File: src/rtl/ovp_pkg.sv
package ovp_pkg;
  typedef enum logic [1:0] {
    ST_OFF   = 2'd0,
    ST_QUAL  = 2'd1,
    ST_BLANK = 2'd2,
    ST_ON    = 2'd3
  } ovp_state_e;
endpackage

File: src/rtl/ovp_interval_timer.sv
module ovp_interval_timer #(
  parameter int LEN = 2_500_000
) (
  input  logic clk,
  input  logic rst,
  input  logic run,
  output logic done
);
  localparam int CW = (LEN > 1) ? $clog2(LEN) : 1;
  localparam logic [CW-1:0] LAST = CW'(LEN - 1);

  logic [CW-1:0] count;

  assign done = run && (count == LAST);

  always_ff @(posedge clk) begin
    if (rst || !run) count <= '0;
    else if (count != LAST) count <= count + 1'b1;
  end

  // the count never passes the last value of the interval
  assert_count_in_range_R5: assert property (@(posedge clk) disable iff (rst)
    count <= LAST);
endmodule

File: src/rtl/ovp_state_ctrl.sv
module ovp_state_ctrl
  import ovp_pkg::*;
(
  input  logic       clk,
  input  logic       rst,
  input  logic       uv,
  input  logic       ov,
  input  logic       en_n,
  input  logic       qual_done,
  input  logic       blank_done,
  output ovp_state_e state
);
  ovp_state_e nxt;
  logic       valid;

  assign valid = !uv && !ov && !en_n;

  always_comb begin
    nxt = state;
    if (!valid) nxt = ST_OFF;
    else begin
      unique case (state)
        ST_OFF:   nxt = ST_QUAL;
        ST_QUAL:  if (qual_done)  nxt = ST_BLANK;
        ST_BLANK: if (blank_done) nxt = ST_ON;
        ST_ON:    nxt = ST_ON;
        default:  nxt = ST_OFF;
      endcase
    end
  end

  always_ff @(posedge clk) begin
    if (rst) state <= ST_OFF;
    else     state <= nxt;
  end

  assert_reset_off_R1: assert property (@(posedge clk)
    rst |=> state == ST_OFF);
  assert_uv_drops_R2: assert property (@(posedge clk) disable iff (rst)
    uv |=> state == ST_OFF);
  assert_ov_drops_R3: assert property (@(posedge clk) disable iff (rst)
    ov |=> state == ST_OFF);
  assert_disable_drops_R4: assert property (@(posedge clk) disable iff (rst)
    en_n |=> state == ST_OFF);
  assert_full_qualify_R5: assert property (@(posedge clk) disable iff (rst)
    (state == ST_BLANK && $past(state) == ST_QUAL) |-> $past(qual_done));
  assert_full_blank_R6: assert property (@(posedge clk) disable iff (rst)
    (state == ST_ON && $past(state) == ST_BLANK) |-> $past(blank_done));
endmodule

File: src/rtl/ovp_sequencer.sv
module ovp_sequencer
  import ovp_pkg::*;
#(
  parameter int QUAL_CYCLES  = 2_500_000,
  parameter int BLANK_CYCLES = 2_500_000
) (
  input  logic clk,
  input  logic rst,
  input  logic uv_i,
  input  logic ov_i,
  input  logic en_n_i,
  output logic gate_en_o,
  output logic fault_n_o
);
  ovp_state_e state;
  logic       qual_done;
  logic       blank_done;
  logic       fault;

  ovp_interval_timer #(.LEN(QUAL_CYCLES)) i_qual_timer (
    .clk(clk), .rst(rst), .run(state == ST_QUAL), .done(qual_done)
  );

  ovp_interval_timer #(.LEN(BLANK_CYCLES)) i_blank_timer (
    .clk(clk), .rst(rst), .run(state == ST_BLANK), .done(blank_done)
  );

  ovp_state_ctrl i_ctrl (
    .clk(clk), .rst(rst), .uv(uv_i), .ov(ov_i), .en_n(en_n_i),
    .qual_done(qual_done), .blank_done(blank_done), .state(state)
  );

  assign fault     = uv_i || ov_i;
  assign gate_en_o = (state == ST_BLANK || state == ST_ON) && !fault && !en_n_i && !rst;
  assign fault_n_o = !fault && !rst && (state == ST_ON || en_n_i);

  // the flag never releases while the gate is in its blanking phase
  assert_flag_held_in_blank_R6: assert property (@(posedge clk) disable iff (rst)
    (state == ST_BLANK && !en_n_i) |-> !fault_n_o);
endmodule

File: config.mk
export PLATFORM = sky130hd
export DESIGN_NAME = ovp_sequencer
export DESIGN_NICKNAME = d
export VERILOG_FILES = /design/src/rtl/ovp_pkg.sv /design/src/rtl/ovp_interval_timer.sv /design/src/rtl/ovp_state_ctrl.sv /design/src/rtl/ovp_sequencer.sv
export SDC_FILE = /design/constraint.sdc
export NUM_CORES = 1
export LEC_CHECK = 0
export BUFFER_PORTS_ARGS = -buffer_cell sky130_fd_sc_hd__buf_4
export CAP_MARGIN = 20
export CORE_ASPECT_RATIO = 2
export CORE_MARGIN = 8
export CORE_UTILIZATION = 39
export DETAILED_ROUTE_END_ITERATION = 8
export PLACE_DENSITY_LB_ADDON = 0.3
export SLEW_MARGIN = 0
export SYNTH_ARGS = -nofsm -noshare
export SYNTH_HDL_FRONTEND = slang
export SYNTH_SLANG_ARGS = --single-unit
File: constraint.sdc
create_clock -name clk -period 3 [get_ports clk]
set_input_delay 0.3 -clock clk [delete_from_list [all_inputs] [get_ports clk]]
set_output_delay 0.3 -clock clk [all_outputs]
set_load 0.02 [all_outputs]
# --- After elaboration in Yosys (flattened, before gate mapping) ---
# Cells that the tools add are included.
op_classes:
  add_sub_neg: 2
  n_eq_ne: 9
  mux: 3
  bitwise: 1
  n_reduce_logical: 24
ops:
  columns: ["operator", "n"]
  rows:
  - ["$add 22x1->22 const B", 2]
  - ["$eq 22x22->1 const B", 2]
  - ["$ne 22x22->1 const B", 2]
  - ["$logic_and 1x1->1", 9]
  - ["$pmux 2 s4", 1]
  - ["$logic_not 1->1", 7]
  - ["$logic_or 1x1->1", 5]
  - ["$eq 2x2->1 const B", 2]
  - ["$mux 2", 2]
  - ["$eq 2x1->1 const B", 1]
  - ["$logic_not 2->1", 1]
  - ["$ne 2x1->1 const B", 1]
  - ["$ne 2x2->1 const B", 1]
  - ["$reduce_and 2->1", 1]
  - ["$reduce_or 2->1", 1]
  - ["$not 1->1", 1]
totals:
  regBits: 46
  elab_cells: 42

# --- Longest topological paths before layout ---
depth:
  word_depth: 5
  mapped_depth: 6
  ltp_nobuf: 5

# --- Hierarchy ---
# From an unflattened synthesis, not the netlist that was laid out.
unflattened:
  cells_unflattened: 283
  area_unflattened_um2: 2409.8
by_module_without_submodules:
  columns: ["module", "n_inst", "cells_per_inst", "area_per_inst_um2", "seq_area_each_um2"]
  rows:
  - ["ovp_interval_timer", 2, 135, 1139.8, 440.4]
  - ["ovp_state_ctrl", 1, 7, 81.3, 40.0]
  - ["ovp_sequencer", 1, 6, 48.8, 0.0]

# --- Worst setup path before layout ---
# Ideal clock, no wire load.
synth_timing:
  kind: "flip-flop to flip-flop"
  start: "register i_blank_timer.count[0]"
  end: "register i_blank_timer.count[4]"
  setup_ps: 86
  arrival_time_ps: 1701
  required_time_ps: 2914
  slack_ps: 1213
  stages_incl_launch_ff: 7
  synth_period_minus_slack_ps: 1787
  cell_sequence: "dfxtp_1 ha_1 and4_1 buf_2 nand4_1 or4_1 a211oi_1"
synth_between:
  elab_chain_len: 1
  elab_cells_between_ends: 2
  cone_classes: "add/sub (1); eq/ne (1)"
synth_lines:
  columns: ["item", "line", "source"]
  rows:
  - ["from (decl)", "ovp_interval_timer.sv:12", "logic [CW-1:0] count;"]
  - ["from (signal assigned)", "ovp_interval_timer.sv:18", "else if (count != LAST) count <= count + 1'b1;"]
  - ["$add 22x1->22 / $ne 22x22->1 (equally long branches)", "ovp_interval_timer.sv:18", null]
# Several ways; a longest one is shown, not always the timed one.
# A chain may end at the register's enable or synchronous reset.

# --- Worst setup path in the final report ---
layout_timing:
  start: "register i_qual_timer.count[7]"
  end: "register i_qual_timer.count[20]"
layout_between:
  elab_chain_len: 1
  elab_cells_between_ends: 2
  cone_classes: "add/sub (1); eq/ne (1)"
layout_lines:
  columns: ["item", "line"]
  rows:
  - ["from (decl)", "ovp_interval_timer.sv:12"]
  - ["from (signal assigned)", "ovp_interval_timer.sv:18"]
  - ["$add 22x1->22 / $ne 22x22->1 (equally long branches)", "ovp_interval_timer.sv:18"]
# Several ways; a longest one is shown, not always the timed one.

==> metrics.cfg <==
[sta]
hold_viol_final=0
setup_viol=0
tightest_slew_ps=821
whs_ps=320
rsz0062_at_grt=false
drv_slew=0
slew_headroom_pct=44.8
fin_tns_setup_ps=0
fin_skew_ps=5.48
post-route-period-util_pct=70.3
min_period_ps=2110
max_freq_mhz=474

[setup_path]
start_kind=register
regToRegSetupSlack_ps=890
crit_buf_inv=0
worst-path-stages=4
required_ps=3190
crit_type=reg2reg
end_kind=register
cp.arrival_ps=2300
critPathMaxFanout=14
endpoint=i_qual_timer.count[20]
path_cells=and4_1 > nand4_1 > or4_1 > a211oi_1
critPathTopFamily=simple AND/OR/NAND/NOR gates
slowest_delay_ps=630
critPathLaunch=i_qual_timer.count[7]
r2r_cells=4
worstReg2RegStart=i_qual_timer.count[7]
timing.rr.end=i_qual_timer.count[20]
slowest_stage=or4_1

[placed_design]
placedCellCount=340
place_hpwl_um=4150
place.gp.congestion=0.821
port_buffers=6
dpl-instance-area_mm2=0.00244

[global_routing]
track_usage_pct=12.7
grt_pass1_wl_um=9170
grt_pass1_vias=2014
grt_start_max_net_pins=21
grt_antenna_before_repair=0
overflow=0

[synthesis]
async_flop_share_pct=0
syn_nets=291
netlist.top_cell.by_area=dfxtp_1
ys.warnings.count=0
synth.most_common_cell=dfxtp_1
avgSynthCellArea_um2=8.36
synth_seq_cells=46
syn_area_mm2=0.00237
seq_area_frac_synth_pct=38.8
syn_inst=284
synth.distinct_cells=43
synth_top_area_share_pct=38.8
synth_edf_count=0
synth_area_leaders=dfxtp_1, a21oi_1, nand3_1
yosys_most_used_dff=dfxtp_1
synth_commonest_cells=dfxtp_1, nand2_1, a21oi_1

[floorplanning]
start_util_pct=39.9
rows=40
core_mm2=0.00596
io_pins=7
die_y_um=126
dieArea_mm2=0.00899
die-width_um=71.2

[cts]
ctsHoldBuffers=0
cts_buffer_depth=2
cts_made_buffers=5
cts_root_buf=clkbuf_16
cts_htree_levels=2
cts_tree=done
ctsResizeCount=0
clock_sinks=46
clk_pin_slew_ps=60
cts_setup_buffers=0
clk_latency_ps=290

[drt]
num_vias=2118
wl_per_cell_um=16.0
drtAntennaViolNets=0
dr.pass1.iters=4
vias_per_cell=6.09
drc_errors=0
totalWireLength_um=5570
drt-initial-drc-count=74

[cells_and_area]
post-route-util_pct=43.4
drive_gt1_share_pct=5.26
finalInstanceArea_mm2=0.00259
n_fill_cell=624
nets=291
area.growth.synth_to_final_pct=8.96
fin_cells=348
antenna_cells=0

[job]
drv_cap=0

[worst_hold_path]
worstHoldPathType=in2reg

[pwr]
leakage_nw=0.735
power_density_mw_per_mm2=456
ir_worst_vdd_v=0.000278

[status]
status=finished clean

## stage by stage
step,worst slack (ps),power [mW]
6_report,890,1.18
4_1_cts,859,1.19
3_3_place_gp,1010,0.636
2_1_floorplan,1210,0.630
3_5_place_dp,902,0.636
5_1_grt,719,1.22
## flip-flops by register name, summed over array words and instances, names as in the netlist
name / count
i_blank_timer.count: 22
i_ctrl.state: 2
i_qual_timer.count: 22
## how the worst min path moves through the flow
stage / slack [ps] / from / depth (start not counted) / end
2_1_floorplan: 450 / i_qual_timer.count[21] / 2 / i_qual_timer.count[21]
3_3_place_gp: 480 / i_qual_timer.count[21] / 2 / i_qual_timer.count[21]
3_5_place_dp: 500 / i_qual_timer.count[14] / 2 / i_qual_timer.count[14]
4_1_cts: 320 / en_n_i / 3 / i_ctrl.state[1]
5_1_grt: 350 / en_n_i / 3 / i_ctrl.state[0]
6_report: 320 / en_n_i / 3 / i_ctrl.state[1]
## tightest hold or removal path, cell delays in order
cell     delay [ps]
buf_4            80
or4_1           130
a21oi_1          50
## cells by family after synthesis
group / count (synthesis) / synth area share (%)
multiplexers: 4 / 1.69
adder cells (fa/ha/maj): 2 / 1.05
AND/OR/NAND/NOR: 143 / 34.6
flip-flops: 46 / 38.8
buffers and inverters: 17 / 3.11
AO/OA/AOI/OAI: 57 / 15.3
XOR/XNOR: 15 / 5.53
## cell usage in the layout (no fill, tap or decap), types with 4 or more instances in the layout
cell and instances:
a211oi_1 4, nand2b_1 4, xnor2_1 8, a21oi_1 21, dfxtp_1 46, and4_1 6, and3_1 6, o31ai_1 10
clkbuf_16 5, buf_4 6, nand2_1 22, xor2_1 7, nor2_1 20, nor3_1 9, inv_1 4, mux2i_1 4
nand4_1 13, or4_1 12, or3_1 5, nor4_1 7, nor4b_1 6, nand3_1 20, o21ai_0 8
## metal layers
metal | GRT usage (%) | part of all wire, %
met1 | 10.3 | 37
met5 | 0 | 0
met4 | 6.55 | 2.9
met2 | 26.6 | 59
met3 | 2.13 | 2.0
## power by group
part           switching, mW  internal [mW]
combinational        0.00522        0.00515
clock                  0.226          0.330
sequential          0.000980          0.611
## area by class of cell
type                       count  area (um2)  area share, %
clock inverter                 1        5.00          0.193
inverter                       4        15.0          0.580
sequential                    46         921           35.6
timing repair buffer           6        45.0           1.74
multi-input combinational    221        1380           53.3
clock buffer                   7         143           5.51
tap                           63        78.8           3.05
Power figures use the tool's default switching activity.
